===== config.mk =====
export PLATFORM = sky130hd
export DESIGN_NAME = frame_dma_addr_ctr
export DESIGN_NICKNAME = d
export VERILOG_FILES = /design/src/rtl/fdac_pkg.sv /design/src/rtl/fdac_size_calc.sv /design/src/rtl/fdac_word_ctr.sv /design/src/rtl/fdac_addr_ptr.sv /design/src/rtl/frame_dma_addr_ctr.sv
export SDC_FILE = /design/constraint.sdc
export NUM_CORES = 1
export LEC_CHECK = 0
export BUFFER_PORTS_ARGS = -buffer_cell sky130_fd_sc_hd__buf_4
export CORE_ASPECT_RATIO = 1.4
export CORE_UTILIZATION = 55
export CTS_BUF_LIST = sky130_fd_sc_hd__clkbuf_16
export CTS_CLUSTER_SIZE = 8
export DETAILED_ROUTE_END_ITERATION = 8
export PLACE_DENSITY = 0.76
export SETUP_SLACK_MARGIN = 0.4
export SLEW_MARGIN = 20
export SYNTH_ARGS = -nofsm -noshare
export SYNTH_HDL_FRONTEND = slang
export SYNTH_SLANG_ARGS = --single-unit

===== constraint.sdc =====
create_clock -name clk -period 4.3 [get_ports clk]
set_input_delay 0.43 -clock clk [delete_from_list [all_inputs] [get_ports clk]]
set_output_delay 0.43 -clock clk [all_outputs]
set_load 0.005 [all_outputs]

===== src/rtl/fdac_pkg.sv =====
package fdac_pkg;

   localparam int unsigned WORD_BYTES = 4;
   localparam int unsigned WORD_BITS  = 32;

   typedef enum logic [2:0] {
      DEPTH_1  = 3'd0,
      DEPTH_2  = 3'd1,
      DEPTH_4  = 3'd2,
      DEPTH_8  = 3'd3,
      DEPTH_16 = 3'd4,
      DEPTH_24 = 3'd5,
      DEPTH_32 = 3'd6,
      DEPTH_XX = 3'd7
   } depth_code_e;

endpackage


===== src/rtl/fdac_size_calc.sv =====
module fdac_size_calc
   import fdac_pkg::*;
#(
   parameter int LINE_W = 11,
   parameter int ROWS_W = 11,
   parameter int POFF_W = 5,
   parameter bit HAS_2D = 1'b1,
   localparam int PIX_W  = LINE_W + 1,
   localparam int BITS_W = PIX_W + 7,
   localparam int XS_W   = BITS_W - 5,
   localparam int FRM_W  = XS_W + ROWS_W + 1
) (
   input  logic [LINE_W-1:0] line_width_m1,
   input  logic [ROWS_W-1:0] line_count_m1,
   input  logic [2:0]        depth_code,
   input  logic [POFF_W-1:0] pix_offset,
   input  logic              en_2d,
   output logic [FRM_W-1:0]  frame_words
);

   if (POFF_W > PIX_W + 5) begin : g_bad_poff
      $error("fdac_size_calc: POFF_W too wide for BITS_W");
   end

   logic [BITS_W-1:0] pix;
   logic [BITS_W-1:0] line_bits;
   logic [BITS_W-1:0] off_eff;
   logic [BITS_W-1:0] total_bits;
   logic [XS_W-1:0]   words_per_line;
   logic [ROWS_W:0]   rows;
   logic              depth_ok;

   assign pix = BITS_W'(line_width_m1) + BITS_W'(1);

   always_comb begin
      depth_ok  = 1'b1;
      line_bits = '0;
      case (depth_code_e'(depth_code))
         DEPTH_1:  line_bits = pix;
         DEPTH_2:  line_bits = pix << 1;
         DEPTH_4:  line_bits = pix << 2;
         DEPTH_8:  line_bits = pix << 3;
         DEPTH_16: line_bits = pix << 4;
         DEPTH_24: line_bits = (pix << 4) + (pix << 3);
         DEPTH_32: line_bits = pix << 5;
         default: begin
            line_bits = '0;
            depth_ok  = 1'b0;
         end
      endcase
   end

   if (HAS_2D) begin : g_offset_on
      assign off_eff = en_2d ? BITS_W'(pix_offset) : '0;
   end else begin : g_offset_off
      logic unused_offset;
      assign unused_offset = ^{pix_offset, en_2d};
      assign off_eff = '0;
   end

   assign total_bits     = line_bits + off_eff;
   assign words_per_line = XS_W'((total_bits + BITS_W'(WORD_BITS - 1)) >> 5);
   assign rows           = {1'b0, line_count_m1} + 1'b1;
   assign frame_words    = depth_ok ? (FRM_W'(words_per_line) * FRM_W'(rows)) : '0;

endmodule


===== src/rtl/fdac_word_ctr.sv =====
module fdac_word_ctr #(
   parameter int CNT_W = 26
) (
   input  logic             clk,
   input  logic             rst_n,
   input  logic             reload,
   input  logic             word_done,
   input  logic [CNT_W-1:0] load_val,
   output logic [CNT_W-1:0] count,
   output logic             accept,
   output logic             frame_end
);

   if (CNT_W < 2) begin : g_bad_cnt
      $error("fdac_word_ctr: CNT_W must be at least 2");
   end

   logic last_word;

   assign accept    = word_done && !reload && (count != '0);
   assign last_word = (count == CNT_W'(1));

   always_ff @(posedge clk or negedge rst_n) begin
      if (!rst_n) begin
         count     <= '0;
         frame_end <= 1'b0;
      end else begin
         frame_end <= accept && last_word;
         if (reload) begin
            count <= load_val;
         end else if (accept) begin
            count <= count - CNT_W'(1);
         end
      end
   end

   AST_EOF_SINGLE: assert property (@(posedge clk) disable iff (!rst_n)
      frame_end |=> !frame_end);

   AST_IDLE_HOLD: assert property (@(posedge clk) disable iff (!rst_n)
      (count == '0 && !reload) |=> count == '0);

   AST_STEP_ONE: assert property (@(posedge clk) disable iff (!rst_n)
      (word_done && !reload && count != '0) |=> count == $past(count) - CNT_W'(1));

endmodule


===== src/rtl/fdac_addr_ptr.sv =====
module fdac_addr_ptr
   import fdac_pkg::*;
#(
   parameter int ADDR_W = 32
) (
   input  logic              clk,
   input  logic              rst_n,
   input  logic              reload,
   input  logic              advance,
   input  logic [ADDR_W-1:0] base_addr,
   output logic [ADDR_W-1:0] addr
);

   localparam logic [ADDR_W-1:0] STEP = ADDR_W'(WORD_BYTES);

   if (ADDR_W < 3) begin : g_bad_addr
      $error("fdac_addr_ptr: ADDR_W must be at least 3");
   end

   always_ff @(posedge clk or negedge rst_n) begin
      if (!rst_n) begin
         addr <= '0;
      end else if (reload) begin
         addr <= base_addr;
      end else if (advance) begin
         addr <= addr + STEP;
      end
   end

   AST_ADDR_HOLD: assert property (@(posedge clk) disable iff (!rst_n)
      (!reload && !advance) |=> $stable(addr));

endmodule


===== src/rtl/frame_dma_addr_ctr.sv =====
module frame_dma_addr_ctr
   import fdac_pkg::*;
#(
   parameter int ADDR_W = 32,
   parameter int LINE_W = 11,
   parameter int ROWS_W = 11,
   parameter int POFF_W = 5,
   parameter bit HAS_2D = 1'b1,
   localparam int CNT_W = (LINE_W + 8 - 5) + ROWS_W + 1
) (
   input  logic              clk,
   input  logic              rst_n,
   input  logic              frame_start_i,
   input  logic              word_done_i,
   input  logic [ADDR_W-1:0] base_addr_i,
   input  logic [LINE_W-1:0] line_width_m1_i,
   input  logic [ROWS_W-1:0] line_count_m1_i,
   input  logic [2:0]        bpp_code_i,
   input  logic [POFF_W-1:0] pix_offset_i,
   input  logic              en_2d_i,
   output logic [ADDR_W-1:0] fetch_addr_o,
   output logic [CNT_W-1:0]  words_left_o,
   output logic              req_pending_o,
   output logic              frame_end_o
);

   logic [CNT_W-1:0] frame_words;
   logic             accept;

   fdac_size_calc #(
      .LINE_W(LINE_W), .ROWS_W(ROWS_W), .POFF_W(POFF_W), .HAS_2D(HAS_2D)
   ) u_size (
      .line_width_m1(line_width_m1_i),
      .line_count_m1(line_count_m1_i),
      .depth_code   (bpp_code_i),
      .pix_offset   (pix_offset_i),
      .en_2d        (en_2d_i),
      .frame_words  (frame_words)
   );

   fdac_word_ctr #(.CNT_W(CNT_W)) u_ctr (
      .clk      (clk),
      .rst_n    (rst_n),
      .reload   (frame_start_i),
      .word_done(word_done_i),
      .load_val (frame_words),
      .count    (words_left_o),
      .accept   (accept),
      .frame_end(frame_end_o)
   );

   fdac_addr_ptr #(.ADDR_W(ADDR_W)) u_addr (
      .clk      (clk),
      .rst_n    (rst_n),
      .reload   (frame_start_i),
      .advance  (accept),
      .base_addr(base_addr_i),
      .addr     (fetch_addr_o)
   );

   assign req_pending_o = (words_left_o != '0);

   AST_BASE_LOAD: assert property (@(posedge clk) disable iff (!rst_n)
      frame_start_i |=> fetch_addr_o == $past(base_addr_i));

   AST_SIZE_LOAD: assert property (@(posedge clk) disable iff (!rst_n)
      frame_start_i |=> words_left_o == $past(frame_words));

   AST_EOF_AT_ZERO: assert property (@(posedge clk) disable iff (!rst_n)
      frame_end_o |-> (words_left_o == '0 && !req_pending_o));

   AST_ADDR_TRACKS: assert property (@(posedge clk) disable iff (!rst_n)
      (word_done_i && !frame_start_i && req_pending_o) |=>
         fetch_addr_o == $past(fetch_addr_o) + ADDR_W'(WORD_BYTES));

endmodule


After elaboration in Yosys (flattened, before gate mapping)
Cells that the tools add are included.
- register bits: 59
- input port bits: 67
- output and inout port bits: 60
- word-level logic and storage cells: 34
- $add $sub $neg: 7
- multiply operators: 1
- equality and inequality tests: 7
- muxes and demuxes: 8
- reduce and logical (&&, ||, !) cells: 8
- operator list (cell ; number):
    19-bit case mux with 7 select lines ; 1
    26-bit 2-to-1 mux ; 3
    32-bit 2-to-1 mux ; 2
    19-bit adder ; 2
    32-bit by 3-bit adder with 32-bit output (second input constant) ; 1
    26-bit by 1-bit == test with 1-bit output (second input constant) ; 1
    14-bit by 12-bit multiplier with 26-bit output ; 1
    26-bit nonzero test ; 1
    26-bit by 1-bit subtractor with 26-bit output (second input constant) ; 1
    11-bit by 1-bit adder with 12-bit output (second input constant) ; 2
    19-bit by 5-bit adder with 19-bit output (second input constant) ; 1
    3-bit == test (second input constant) ; 3
    7-bit OR reduction ; 1
    3-bit by 2-bit == test with 1-bit output (second input constant) ; 2
    5-bit 2-to-1 mux ; 1
    3-bit by 1-bit == test with 1-bit output (second input constant) ; 1
    1-bit logical AND ; 3
    3-bit logical NOT ; 1
    2-bit nonzero test ; 1
    1-bit logical NOT ; 1
    1-bit 2-to-1 mux ; 1

Longest topological paths before layout
Gate-level depths: netlist (run 1).
- word-level depth: 8
- gate-level depth with buffers: 42
- depth with buffers taken out: 39

Hierarchy
A second synthesis (run 1) with hierarchy kept.
- cells, all modules: 1424
- area total of the unflattened synthesis: 11612.4 sq um
- modules (own cells, without submodules) (module ; times used ; cells each ; area each (sq um) ; seq. area each (sq um)):
    fdac_size_calc ; 1 ; 1026 ; 7880.1 ; 0.0
    fdac_word_ctr ; 1 ; 189 ; 1850.5 ; 675.6
    fdac_addr_ptr ; 1 ; 200 ; 1820.5 ; 800.8
    frame_dma_addr_ctr ; 1 ; 9 ; 61.3 ; 0.0

Worst setup path before layout (run 1)
Ideal clock, no wire load.
- path kind: in2reg
- from: input bpp_code_i[0]
- to: register u_ctr.count[24]
- library setup time: 120 ps
- arrival time: 9737 ps
- required time: 4180 ps
- slack: -5558 ps
- stages on the path: 38
- path buffers: 5
- path through: buf_2 -> clkbuf_1 -> clkbuf_1 -> buf_1 -> mux2i_1 -> a21oi_1 -> o22a_1 -> ha_1 -> inv_1 -> ha_1 -> nand2_1 -> a211o_1 -> a21boi_2 -> o21a_1 -> nor2_2 -> a2111o_1 -> nor3_1 -> xnor2_1 -> [2 not listed] -> fa_1 -> fa_1 -> inv_1 -> fa_1 -> fa_1 -> inv_1 -> fa_1 -> inv_1 -> ha_1 -> a2111oi_0 -> o21ai_0 -> a41oi_1 -> o21ai_0 -> a211o_1 -> a2111oi_0 -> nor2_1 -> xor2_1 -> a31o_2
- cells in the longest elaborated chain, start to end: 7
- elaborated cells between the ends (all ways): 15
- those cells by class: 2 x add/sub; 1 x mul; 6 x eq/ne; 4 x mux; 2 x reduce/logical
- RTL lines (item ; RTL line ; source):
    start, declared ; frame_dma_addr_ctr.sv:18 ; input logic [2:0] bpp_code_i,
    3-bit == test, or another cell as far along ; fdac_size_calc.sv:38 ; case (depth_code_e'(depth_code))
    19-bit case mux with 7 select lines ; fdac_size_calc.sv:38 ;
    19-bit adder ; fdac_size_calc.sv:61 ; assign total_bits = line_bits + off_eff;
    19-bit by 5-bit adder with 19-bit output ; fdac_size_calc.sv:62 ; assign words_per_line = XS_W'((total_bits + BITS_W'(WORD_BITS - 1)) >> 5);
    14-bit by 12-bit multiplier with 26-bit output ; fdac_size_calc.sv:64 ; assign frame_words = depth_ok ? (FRM_W'(words_per_line) * FRM_W'(rows)) : '0;
    26-bit 2-to-1 mux (*) ; fdac_size_calc.sv:64 ;
    26-bit 2-to-1 mux (*) ; fdac_word_ctr.sv:29 ; if (reload) begin
    end signal, assigned ; fdac_word_ctr.sv:30 ; count <= load_val;
    end signal, assigned ; fdac_word_ctr.sv:32 ; count <= count - CNT_W'(1);
    end, declared ; fdac_word_ctr.sv:9 ; output logic [CNT_W-1:0] count,
Every way passes the cells marked *; elsewhere a longest branch is shown, timed or not.
A chain may end at the register's enable or synchronous reset.

Final worst setup path (run 1)
- from: input line_width_m1_i[0]
- to: register u_ctr.count[24]
- cells in the longest elaborated chain, start to end: 8
- RTL lines (item ; RTL line ; source):
    start, declared ; frame_dma_addr_ctr.sv:16 ; input logic [LINE_W-1:0] line_width_m1_i,
    11-bit by 1-bit adder with 12-bit output (*) ; fdac_size_calc.sv:33 ; assign pix = BITS_W'(line_width_m1) + BITS_W'(1);
    19-bit adder ; fdac_size_calc.sv:44 ; DEPTH_24: line_bits = (pix << 4) + (pix << 3);
    19-bit case mux with 7 select lines (*) ; fdac_size_calc.sv:38 ;
    19-bit adder (*) ; fdac_size_calc.sv:61 ;
    19-bit by 5-bit adder with 19-bit output (*) ; fdac_size_calc.sv:62 ;
    14-bit by 12-bit multiplier with 26-bit output (*) ; fdac_size_calc.sv:64 ;
    26-bit 2-to-1 mux (*) ; fdac_size_calc.sv:64 ;
    26-bit 2-to-1 mux (*) ; fdac_word_ctr.sv:29 ;
Marked as above.

==> run summary, run 1 <==
=====================================================================================
Synth Instances ........................................................        1,409
Top Family by Delay on Critical Path ...................................  adder cells
Share of cells above drive strength 1 ..................................       34.00%
Reported max-cap violation count .......................................            0
Post-layout nets .......................................................        2,050
Global placer's final weighted congestion ..............................       0.9816
Finished Layout Cells ..................................................        2,041
Die outline height .....................................................     170.3 um
Post-DP HPWL ...........................................................    28,210 um
Vias in the first global route .........................................       12,210
Final cell utilization of the core .....................................       78.65%
Hold Fails Final Rpt ...................................................            0
Total CTS buffers ......................................................            9
Tcrit/Tclk final .......................................................       195.2%
Post-layout worst setup margin .........................................    -4.094 ns
Overall Power ..........................................................    11,280 uW
Total overflow reported by the global router ...........................            0
CTS H-tree depth .......................................................            3
Placeable Area ......................................................... 0.01984 mm^2
Horiz. Die Dim .........................................................     122.2 um
DRC marker count from the first detailed-route iteration ...............          741
P_leak .................................................................  0.007609 uW
Actual slew at the worst max-slew pin ..................................    0.9480 ns
Summed instance area of the synthesized netlist ........................ 0.01113 mm^2
Setup crit start kind .................................................. primary input
Final critical-path required period ....................................     8.394 ns
Violated checks ........................................................ negative setup slack
Largest net degree at the start of global routing ......................           75
Most frequent standard cell in the layout excluding fill and tap cells . sky130_fd_sc_hd__buf_4
Number of buffers added on ports .......................................          126
Global-route wire length before repair .................................    57,550 um
Crit path largest cell delay ...........................................      0.51 ns
Startpoint of the worst setup timing path .............................. line_width_m1_i[0]
Register-to-register setup slack .......................................      0.72 ns
Cells taking the most area after synthesis ............................. sky130_fd_sc_hd__fa_1 (20%), sky130_fd_sc_hd__dfrtp_1 (13%), sky130_fd_sc_hd__ha_1 (10%)
Worst-case setup slack after placement .................................    -4.524 ns
Synth area leader ...................................................... sky130_fd_sc_hd__fa_1
Worst min-delay path category .......................................... primary input to async pin
Cell mode on critical path ............................................. sky130_fd_sc_hd__fa_1
Antenna Nets Post-Route ................................................            0
Critical-path maximum fanout ...........................................            5
Avg Inst Size Synth ....................................................   7.901 um^2
Run status ............................................................. finished with violations
Sequential fraction of the synthesis area ..............................       13.26%
Category of the critical setup timing path ............................. primary input to register
Start of the worst register-to-register path ........................... u_ctr.count[6]
Routed via count .......................................................       11,970
Global routing usage summed across all routing layers ..................       35.01%
Initial cell density of the core .......................................       56.10%
Post-DP Area ........................................................... 0.01447 mm^2
Ports placed on the boundary ...........................................          127
Clock-pin slew on the worst setup and hold paths .......................      0.06 ns
Layout Area Growth over Synthesis ......................................       40.19%
Share of Yosys cell area claimed by the top area cell type .............       19.96%
Die area ............................................................... 0.02082 mm^2
CP required ............................................................      4.52 ns
RSZ-0062 raised after global routing ...................................          yes
Power per unit of standard cell area ................................... 722.9 mW/mm^2
Max stage delay cell, worst path ....................................... sky130_fd_sc_hd__fa_1
Post-route design area ................................................. 0.01561 mm^2
Cell count after placement .............................................        1,996
Commonest cells after routing, fill and taps aside ..................... sky130_fd_sc_hd__buf_4 (393), sky130_fd_sc_hd__nand2_1 (161), sky130_fd_sc_hd__inv_1 (146)
Hold-fix buffers, CTS ..................................................            0
Relative slew margins ..................................................       36.57%
Number of distinct library cells after synthesis .......................           85
CTS tree ...............................................................         done
Max Freq ...............................................................    119.1 MHz
Setup crit end kind ....................................................     register
Syn nets ...............................................................        1,676
Yosys warnings .........................................................            0
Most common flop cell mapped by yosys .................................. sky130_fd_sc_hd__dfrtp_1
Crit path DAT ..........................................................      8.62 ns
Final Max Slew Viols ...................................................            0
EDFF count, synth ......................................................            0
Share of flip-flops with an asynchronous set or reset after synthesis ..       100.0%
Remaining routing DRC violations .......................................            0
Post-DR vias/cell ......................................................        5.865
Synthesized flop and latch total .......................................           59
Buffers and inverters on the worst path ................................            7
Final-report setup violation count .....................................           25
First-pass DRT Iterations ..............................................            5
Clock latency of the later-clocked register in the worst-skew pair .....      0.34 ns
Clk_skew ...............................................................   0.01024 ns
Total Routed Length ....................................................    36,740 um
Buffer depth of the longest clock path .................................            2
Initial antenna violation count ........................................            1
Number of rows created at floorplan ....................................           61
Root buf cell .......................................................... sky130_fd_sc_hd__clkbuf_16
Wire per inst ..........................................................     18.00 um
Clock net sink count ...................................................           59
Max IR drop VDD ........................................................    0.6106 mV
=====================================================================================
## power breakdown
group | total [uW] | internal, uW | leakage, uW | switching, uW
sequential | 840 | 679 | 0.000739 | 161
combinational | 9770 | 4970 | 0.00674 | 4800
clock | 673 | 392 | 0.000128 | 281
total | 11300 | 6040 | 0.00761 | 5240
## cells by family after synthesis
group | count (synthesis) | share of synthesized area, %
flops | 59 | 13.26
compound gates | 267 | 15.62
fa+ha+maj | 201 | 30.05
xor+xnor | 83 | 6.597
simple gates | 549 | 24.67
mux | 15 | 1.495
buf+inv | 235 | 8.305
## stage by stage
step	TNS (ns)	hold WS, ns
2_1_floorplan	-73.62	0.1344
3_3_place_gp	-77.69	0.4925
3_5_place_dp	-82.38	0.5057
4_1_cts	-72.84	0.1982
5_1_grt	-82.71	0.2168
6_report	-73.50	0.1580
## routing by layer
metal,vias to the layer above,wire (um),global-route usage (%)
met5,-,0,0
met4,0,2522,24.18
met3,185,1987,3.686
met2,502,19690,65.19
met1,5759,12540,35.95
li1,5524,-,-
## cells in the mapped netlist, types with 4 or more instances
master / n
sky130_fd_sc_hd__buf_2: 13
sky130_fd_sc_hd__mux2i_1: 11
sky130_fd_sc_hd__and2_1: 27
sky130_fd_sc_hd__o211ai_1: 4
sky130_fd_sc_hd__dfrtp_1: 59
sky130_fd_sc_hd__a211o_1: 4
sky130_fd_sc_hd__or2_2: 9
sky130_fd_sc_hd__nand4_1: 22
sky130_fd_sc_hd__and4_1: 4
sky130_fd_sc_hd__nand2_1: 171
sky130_fd_sc_hd__or4_1: 8
sky130_fd_sc_hd__nor3b_1: 8
sky130_fd_sc_hd__a21oi_1: 73
sky130_fd_sc_hd__nor4_1: 7
sky130_fd_sc_hd__xor2_1: 47
sky130_fd_sc_hd__clkbuf_1: 44
sky130_fd_sc_hd__nor2_1: 104
sky130_fd_sc_hd__nand3_1: 49
sky130_fd_sc_hd__fa_1: 111
sky130_fd_sc_hd__o21a_1: 16
sky130_fd_sc_hd__a2111oi_0: 5
sky130_fd_sc_hd__a211oi_1: 7
sky130_fd_sc_hd__o22ai_1: 13
sky130_fd_sc_hd__nor3_1: 35
sky130_fd_sc_hd__o211a_1: 4
sky130_fd_sc_hd__o31ai_1: 4
sky130_fd_sc_hd__xnor2_1: 35
sky130_fd_sc_hd__or3_1: 14
sky130_fd_sc_hd__nand2b_1: 28
sky130_fd_sc_hd__inv_1: 170
sky130_fd_sc_hd__nor2b_1: 29
sky130_fd_sc_hd__ha_1: 89
sky130_fd_sc_hd__o32ai_1: 4
sky130_fd_sc_hd__a21o_1: 11
sky130_fd_sc_hd__o21ai_0: 65
sky130_fd_sc_hd__and3_1: 13
sky130_fd_sc_hd__a22oi_1: 6
sky130_fd_sc_hd__a221oi_1: 4
sky130_fd_sc_hd__a31oi_1: 6
## path summary, 6_finish.rpt
path,to,depth (start not counted)
setup reg to reg,u_ctr.count[23],10
hold / removal,u_addr.addr[17],1
max in group asynchronous,u_ctr.count[24],1
setup / recovery,u_ctr.count[24],39
min in group clk,u_addr.addr[17],3
hold reg to reg,u_addr.addr[1],1
## cell type report
class	instances	area, um^2
diodes	1	2.502
clock buffers	9	225.2
clock inverters	7	53.80
fillers	1351	4237
inverters	170	643.1
multi-input cells	1115	9513
flip-flops and latches	59	1476
well taps	252	315.3
repair buffers	428	3378
## registers in the layout, indices dropped and copies added, names as in the netlist
name / cells
u_ctr.count: 26
u_addr.addr: 32
u_ctr.frame_end: 1
## repair_timing
| action | in CTS | in global routing |
|---|---|---|
| setup endpoints to repair | 24 | 40 |
| gates resized for setup | 59 | 86 |
| pin swaps | 62 | 55 |
| setup buffers | 18 | 10 |
Power figures use the tool's default switching activity.
==> run 2, diff against run 1 <==
- clock period: 4.3 -> 10.86 ns (I/O delays scaled with it)
==> run summary, run 2 (synthesis gave the netlist of run 1 again) <==
=====================================================================================
Finished Layout Cells ..................................................        1,766   -13%
Relative slew margins ..................................................       37.45%   +0.89 points
Run status ............................................................. finished, final reports clean
P_leak .................................................................  0.006121 uW   -20%
Critical-path maximum fanout ...........................................           24   +19
Post-DP HPWL ...........................................................    24,450 um   -13%
CTS H-tree depth .......................................................            3   unchanged
First-pass DRT Iterations ..............................................            6   +1
Total overflow reported by the global router ...........................            0   unchanged
Category of the critical setup timing path ............................. primary input to register
Final setup TNS ........................................................         0 ns   +73.50 ns
Regs by FF count ....................................................... u_addr.addr x32, u_ctr.count x26, u_ctr.frame_end x1
Crit path largest cell delay ...........................................      0.62 ns   +0.11 ns
Remaining routing DRC violations .......................................            0   unchanged
Vias in the first global route .........................................       10,500   -14%
Share of cells above drive strength 1 ..................................       14.13%   -20 points
Clk_skew ...............................................................  0.005184 ns   -0.005051 ns
RSZ-0062 raised after global routing ...................................           no
Buffer depth of the longest clock path .................................            2   unchanged
Tcrit/Tclk final .......................................................       92.36%
Power per unit of standard cell area ................................... 224.4 mW/mm^2   -69%
Final-report setup violation count .....................................            0   -100%
Count of inserted antenna diode cells ..................................            0   -1
Commonest cells after routing, fill and taps aside ..................... sky130_fd_sc_hd__nand2_1 (171), sky130_fd_sc_hd__inv_1 (170), sky130_fd_sc_hd__buf_4 (154)
Number of rows created at floorplan ....................................           61   unchanged
WHS ....................................................................    0.5158 ns   +0.3578 ns
Global routing usage summed across all routing layers ..................       30.12%   -4.9 points
Initial cell density of the core .......................................       56.10%   unchanged
CTS tree ...............................................................         done
Die outline height .....................................................     170.3 um   unchanged
Global placer's final weighted congestion ..............................       0.9494   -3.3%
Ports placed on the boundary ...........................................          127   unchanged
Post-route design area ................................................. 0.01267 mm^2   -19%
Worst min-delay path category .......................................... register to register
Post-layout nets .......................................................        1,776   -13%
Clock latency of the later-clocked register in the worst-skew pair .....      0.33 ns   about the same
Routed via count .......................................................       10,640   -11%
Setup crit end kind ....................................................     register
Register with the most flip-flops ......................................  u_addr.addr
Crit path DAT ..........................................................     10.30 ns   +1.68 ns
Global-route wire length before repair .................................    50,110 um   -13%
Actual slew at the worst max-slew pin ..................................    0.9315 ns   -0.01653 ns
Final Max Slew Viols ...................................................            0   unchanged
Placeable Area ......................................................... 0.01984 mm^2   unchanged
Layout Area Growth over Synthesis ......................................       13.79%
DRC marker count from the first detailed-route iteration ...............          766   +3.4%
Max Freq ...............................................................    99.70 MHz
Cell mode on critical path ............................................. sky130_fd_sc_hd__fa_1
Most frequent standard cell in the layout excluding fill and tap cells . sky130_fd_sc_hd__nand2_1
Setup crit start kind .................................................. primary input
Post-DP Area ........................................................... 0.01232 mm^2   -15%
Cell count after placement .............................................        1,748   -12%
Total Routed Length ....................................................    30,820 um   -16%
Clock-pin slew on the worst setup and hold paths .......................      0.05 ns   about the same
Hold Fails Final Rpt ...................................................            0   unchanged
Root buf cell .......................................................... sky130_fd_sc_hd__clkbuf_16
Horiz. Die Dim .........................................................     122.2 um   unchanged
Number of flip-flops under the largest register name ...................           32   unchanged
Largest net degree at the start of global routing ......................           60   -20%
Clock net sink count ...................................................           59   unchanged
Final critical-path required period ....................................     10.03 ns
Register-to-register setup slack .......................................      7.29 ns   +6.57 ns
Antenna Nets Post-Route ................................................            0   unchanged
Wire per inst ..........................................................     17.45 um   -3.1%
Max IR drop VDD ........................................................    0.2174 mV   -64%
Number of buffers added on ports .......................................          126   unchanged
Post-DR vias/cell ......................................................        6.022   +2.7%
Number of fill cells in the layout .....................................        1,771   +31%
Total CTS buffers ......................................................            9   unchanged
CP required ............................................................     11.13 ns   +6.61 ns
Max stage delay cell, worst path ....................................... sky130_fd_sc_hd__or4b_2
Reported max-cap violation count .......................................            0   unchanged
Initial antenna violation count ........................................            0   -1
Die area ............................................................... 0.02082 mm^2   unchanged
=====================================================================================
run 2: cell count changes in the layout (fill, tap and decap cells not counted), moves of 15 or more:
cell and delta:
sky130_fd_sc_hd__buf_6 -30, sky130_fd_sc_hd__inv_2 -22, sky130_fd_sc_hd__inv_1 +24, sky130_fd_sc_hd__buf_4 -239, sky130_fd_sc_hd__ha_4 -20, sky130_fd_sc_hd__a21oi_2 -18
sky130_fd_sc_hd__a21oi_1 +20, sky130_fd_sc_hd__ha_1 +21, sky130_fd_sc_hd__o21ai_0 +15
run 2: worst paths after layout:
kind	end	startpoint	cells after the start
worst max-delay path	u_ctr.count[23]	line_width_m1_i[2]	33
worst max register to register	u_ctr.count[23]	u_ctr.count[6]	10
max in group asynchronous	u_ctr.count[5]	rst_n	1
worst min-delay path	u_addr.addr[1]	u_addr.addr[1]	1
worst min register to register	u_addr.addr[1]	u_addr.addr[1]	1
min in group asynchronous	u_addr.addr[18]	rst_n	1
run 2: metrics by stage:
stage                     util [%]  worst slack (ns)  total power [uW]
final                        63.84            0.8302              2843
after CTS                    63.46            0.7431              2817
after global placement       62.06            0.5294              2477
after floorplan                  -            0.4741              2016
after detailed placement     62.10            0.4045              2544
after global routing         63.84            0.4036              3156
run 2: timing repair:
| item | CTS | global route |
|---|---|---|
| resized for setup | 0 | 9 |
| setup endpoints to repair | 0 | 4 |
| buffers inserted | 0 | 2 |
| hold buffers | 0 | 0 |
run 2: critical path, delay by kind of cell:
family,cells,cell delay [ns]
mux,1,0.27
buf+inv,6,0.87
compound gates,10,2.29
simple gates,8,2.12
xor+xnor,1,0.29
fa+ha+maj,7,3.37
run 2: layout make-up:
class / count / area, um^2 / area share [%]
Clock buffer: 9 / 225.2 / 1.778
Multi-Input combinational cell: 1115 / 8812 / 69.56
Sequential cell: 59 / 1476 / 11.65
Clock inverter: 7 / 45.04 / 0.3556
Tap cell: 252 / 315.3 / 2.489
Inverter: 170 / 638.1 / 5.037
Timing Repair Buffer: 154 / 1156 / 9.126
run 2: report_power, final:
group | switching, uW | leakage [uW] | internal, uW
clock | 104 | 0.000125 | 153
sequential | 66.1 | 0.000739 | 269
combinational | 1290 | 0.00526 | 966
total | 1460 | 0.00612 | 1390
run 2: per-layer routing:
metal,global-route usage (%),vias up,share of wire [%]
li1,-,4971,-
met1,32.93,5082,37
met2,55.57,459,52
met3,3.083,123,5.4
met4,17.02,0,5.6
met5,0,-,0
==> run 3, diff against run 2 <==
- ABC_AREA: unset -> 1
- RECOVER_POWER: unset -> 25
==> run summary, run 3 <==
=====================================================================================
Run status ............................................................. finished with violations
Violated checks ........................................................ max-capacitance violations, max-slew violations
Most frequent cell after synthesis ..................................... sky130_fd_sc_hd__nand2_1
EDFF count, synth ......................................................            0   unchanged
Max stage delay cell, worst path ....................................... sky130_fd_sc_hd__fa_1
Number of buffers inserted to repair setup after CTS ...................            0   unchanged
CP required ............................................................     11.08 ns   -0.05 ns
Register share of total power ..........................................        13.1%   +1.3 points
Initial antenna violation count ........................................            0   unchanged
Post-synth top cells ................................................... sky130_fd_sc_hd__nand2_1 (344), sky130_fd_sc_hd__inv_1 (294), sky130_fd_sc_hd__nor2_1 (189)
CTS tree ...............................................................         done
Layout Area Growth over Synthesis ......................................       12.78%
Cell mode on critical path ............................................. sky130_fd_sc_hd__inv_1
Initial cell density of the core .......................................       55.95%   -0.16 points
R2R depth ..............................................................           12   +2
Clock-pin slew on the worst setup and hold paths .......................      0.06 ns   about the same
Die outline height .....................................................     170.1 um   -0.14%
Ports placed on the boundary ...........................................          127   unchanged
Setup crit start kind .................................................. primary input
Syn nets ...............................................................        1,886   +13%
Total Routed Length ....................................................    33,110 um   +7.4%
Relative slew margins ..................................................      -119.2%   -160 points
Power share of the combinational group .................................        76.2%   -3.0 points
Reported max-cap violation count .......................................            1   +1
DRC marker count from the first detailed-route iteration ...............          950   +24%
Post-DP HPWL ...........................................................    26,160 um   +7.0%
Number of fill cells in the layout .....................................        1,893   +6.9%
Startpoint of the lowest-slack hold path ............................... u_addr.addr[1]
Global-route wire length before repair .................................    54,450 um   +8.7%
Avg Inst Size Synth ....................................................   6.857 um^2   -13%
Post-layout nets .......................................................        1,988   +12%
Setup crit end kind ....................................................     register
Critical-path maximum fanout ...........................................           11   -54%
Synth Instances ........................................................        1,619   +15%
First-pass DRT Iterations ..............................................            5   -1
Final Max Slew Viols ...................................................           60   +60
Share of cells above drive strength 1 ..................................       11.53%   -2.6 points
Most common flop cell mapped by yosys .................................. sky130_fd_sc_hd__dfrtp_1
Net Sw Frac ............................................................       55.03%   +3.8 points
Max Freq ...............................................................    111.7 MHz   +12%
Worst Hold Endpoint .................................................... u_addr.addr[1]
Global placer's final weighted congestion ..............................       0.9721   +2.4%
Synth area leader ...................................................... sky130_fd_sc_hd__fa_1
Final-report setup violation count .....................................            0   unchanged
P_leak .................................................................  0.006648 uW   +8.6%
Die area ............................................................... 0.02077 mm^2   -0.28%
P_int ..................................................................      1186 uW   -15%
Register with the most flip-flops ......................................  u_addr.addr
Yosys warnings .........................................................            0   unchanged
Largest net degree at the start of global routing ......................           60   unchanged
Wire per inst ..........................................................     16.74 um   -4.1%
Crit path largest cell delay ...........................................      0.55 ns   -0.07 ns
Root buf cell .......................................................... sky130_fd_sc_hd__clkbuf_16
Regs by FF count ....................................................... u_addr.addr x32, u_ctr.count x26, u_ctr.frame_end x1
Horiz. Die Dim .........................................................     122.1 um   -0.14%
Final cell utilization of the core .....................................       63.10%   -0.74 points
Cells taking the most area after synthesis ............................. sky130_fd_sc_hd__fa_1 (20%), sky130_fd_sc_hd__dfrtp_1 (13%), sky130_fd_sc_hd__nand2_1 (12%)
Post-DR vias/cell ......................................................        5.673   -5.8%
Number of buffers added on ports .......................................          126   unchanged
Number of distinct library cells after synthesis .......................           54   -36%
Worst min-delay path category .......................................... register to register
Sequential fraction of the synthesis area ..............................       13.30%   +0.037 points
Hold-fix buffers, CTS ..................................................            0   unchanged
Actual slew at the worst max-slew pin ..................................     3.289 ns   +2.357 ns
Register area .......................................................... 0.001476 mm^2   unchanged
Category of the critical setup timing path ............................. primary input to register
Most frequent standard cell in the layout excluding fill and tap cells . sky130_fd_sc_hd__nand2_1
Routed via count .......................................................       11,220   +5.5%
Commonest cells after routing, fill and taps aside ..................... sky130_fd_sc_hd__nand2_1 (343), sky130_fd_sc_hd__inv_1 (295), sky130_fd_sc_hd__nor2_1 (189)
Tcrit/Tclk final .......................................................       82.42%   -9.9 points
Number of cells on the worst hold path .................................            2   +1
Vias in the first global route .........................................       11,260   +7.2%
Register-to-register setup slack .......................................      6.13 ns   -1.16 ns
CTS H-tree depth .......................................................            3   unchanged
Final setup TNS ........................................................         0 ns   unchanged
Endpoint of the most critical register-to-register path ................ u_ctr.count[21]
Buffer depth of the longest clock path .................................            2   unchanged
Total overflow reported by the global router ...........................            0   unchanged
Power per unit of standard cell area ................................... 210.6 mW/mm^2   -6.2%
Count of inserted antenna diode cells ..................................            0   unchanged
Number of gates resized after cts ......................................            0   unchanged
Total number of cells along the worst setup path .......................           40   +21%
Top Family by Delay on Critical Path ...................................  adder cells
WHS ....................................................................    0.4820 ns   -0.03381 ns
Share of Yosys cell area claimed by the top area cell type .............       20.02%   +0.056 points
Share of flip-flops with an asynchronous set or reset after synthesis ..       100.0%   unchanged
Overall Power ..........................................................      2636 uW   -7.3%
Total CTS buffers ......................................................            9   unchanged
Antenna Nets Post-Route ................................................            0   unchanged
Clock latency of the later-clocked register in the worst-skew pair .....      0.34 ns   about the same
Hold Fails Final Rpt ...................................................            0   unchanged
Summed instance area of the synthesized netlist ........................ 0.01110 mm^2   -0.28%
Clk_skew ...............................................................  0.009923 ns   +0.004738 ns
Net switching component of the power ...................................      1451 uW   -0.32%
Placeable Area ......................................................... 0.01984 mm^2   unchanged
Final critical-path required period ....................................     8.951 ns   -1.079 ns
Buffers and inverters on the worst path ................................           10   +4
RSZ-0062 raised after global routing ...................................           no
Number of rows created at floorplan ....................................           61   unchanged
Number of flip-flops under the largest register name ...................           32   unchanged
Synthesized flop and latch total .......................................           59   unchanged
Area of combinational cells with multiple inputs ....................... 0.008324 mm^2   -5.5%
Crit path DAT ..........................................................      9.18 ns   -1.12 ns
Max IR drop VDD ........................................................    0.1325 mV   -39%
Start of the worst register-to-register path ........................... u_ctr.count[0]
Clk network pwr share ..................................................        10.7%   +1.7 points
Clock net sink count ...................................................           59   unchanged
Remaining routing DRC violations .......................................            0   unchanged
Global routing usage summed across all routing layers ..................       33.28%   +3.2 points
=====================================================================================
## run 3: cell count changes after synthesis, moves of 21 or more
cell	change
sky130_fd_sc_hd__and2_1	-27
sky130_fd_sc_hd__inv_1	+124
sky130_fd_sc_hd__nand2_1	+173
sky130_fd_sc_hd__nand2b_1	-28
sky130_fd_sc_hd__nand3_1	+36
sky130_fd_sc_hd__nor2_1	+85
sky130_fd_sc_hd__nor2b_1	-29
sky130_fd_sc_hd__xnor2_1	-29
sky130_fd_sc_hd__xor2_1	-21
## run 3: layout make-up
class	count	area share, %
clock buffer	9	1.799
clock inverter	7	0.4797
sequential	59	11.79
inverter	307	9.224
timing repair buffer	129	7.705
multi-input combinational	1215	66.48
tap	252	2.518
## run 3: worst reg2reg max path, delay by kind of cell, from the launching register on
family / cells / cell delay [ns]
AND/OR/NAND/NOR: 6 / 2.09
AO/OA/AOI/OAI: 2 / 0.62
buffers and inverters: 3 / 1.19
flip-flops: 1 / 0.39
adder cells (fa/ha/maj): 1 / 0.26
## run 3: kinds of logic (layout without fill, tap and decap cells)
logic type	after synthesis	in the layout	share of synthesized area (%)
buffers and inverters	345	452	11.81
muxes	1	1	0.09016
AOI/OAI and AO/OA	246	246	12.78
DFF	59	59	13.30
adders and majority gates	200	200	30.05
and+or+nand+nor	736	736	29.45
xor gates and xnor gates	32	32	2.525
## run 3: routing by layer
metal  GRT usage (%)  wire, um  part of all wire (%)  vias to the layer above
met1           38.21     12710                    38                     5323
met2           61.09     17080                    52                      426
met4           12.99      1270                   3.8                        0
met3           4.926      2052                   6.2                       91
li1                -         -                     -                     5381
met5               0         0                     0                        -
## run 3: power groups by stage
| stage | registers, uW | clock network [uW] | logic [uW] |
|---|---|---|---|
| after floorplan | 333 | 0 | 1410 |
| after global placement | 347 | 0 | 1950 |
| after detailed placement | 346 | 0 | 1960 |
| after CTS | 345 | 281 | 1980 |
| after global routing | 354 | 292 | 2310 |
| final | 346 | 281 | 2010 |
## run 3: worst max path at each step
stage	start	to	slack, ns
global placement	line_width_m1_i[0]	u_ctr.count[24]	1.78
finish	line_width_m1_i[0]	u_ctr.count[21]	1.91
floorplan	bpp_code_i[2]	u_ctr.count[24]	2.58
CTS	line_width_m1_i[0]	u_ctr.count[21]	1.97
global route	line_width_m1_i[0]	u_ctr.count[24]	1.33
detailed placement	line_width_m1_i[0]	u_ctr.count[24]	1.68
## run 3: per-stage QoR
stage,area (um^2),worst slack [ns],std cells
finish,12520,1.909,1978
global route,12520,1.328,1978
CTS,12520,1.971,1978
detailed placement,12230,1.675,1962
global placement,12230,1.779,1962
floorplan,11100,2.581,1619
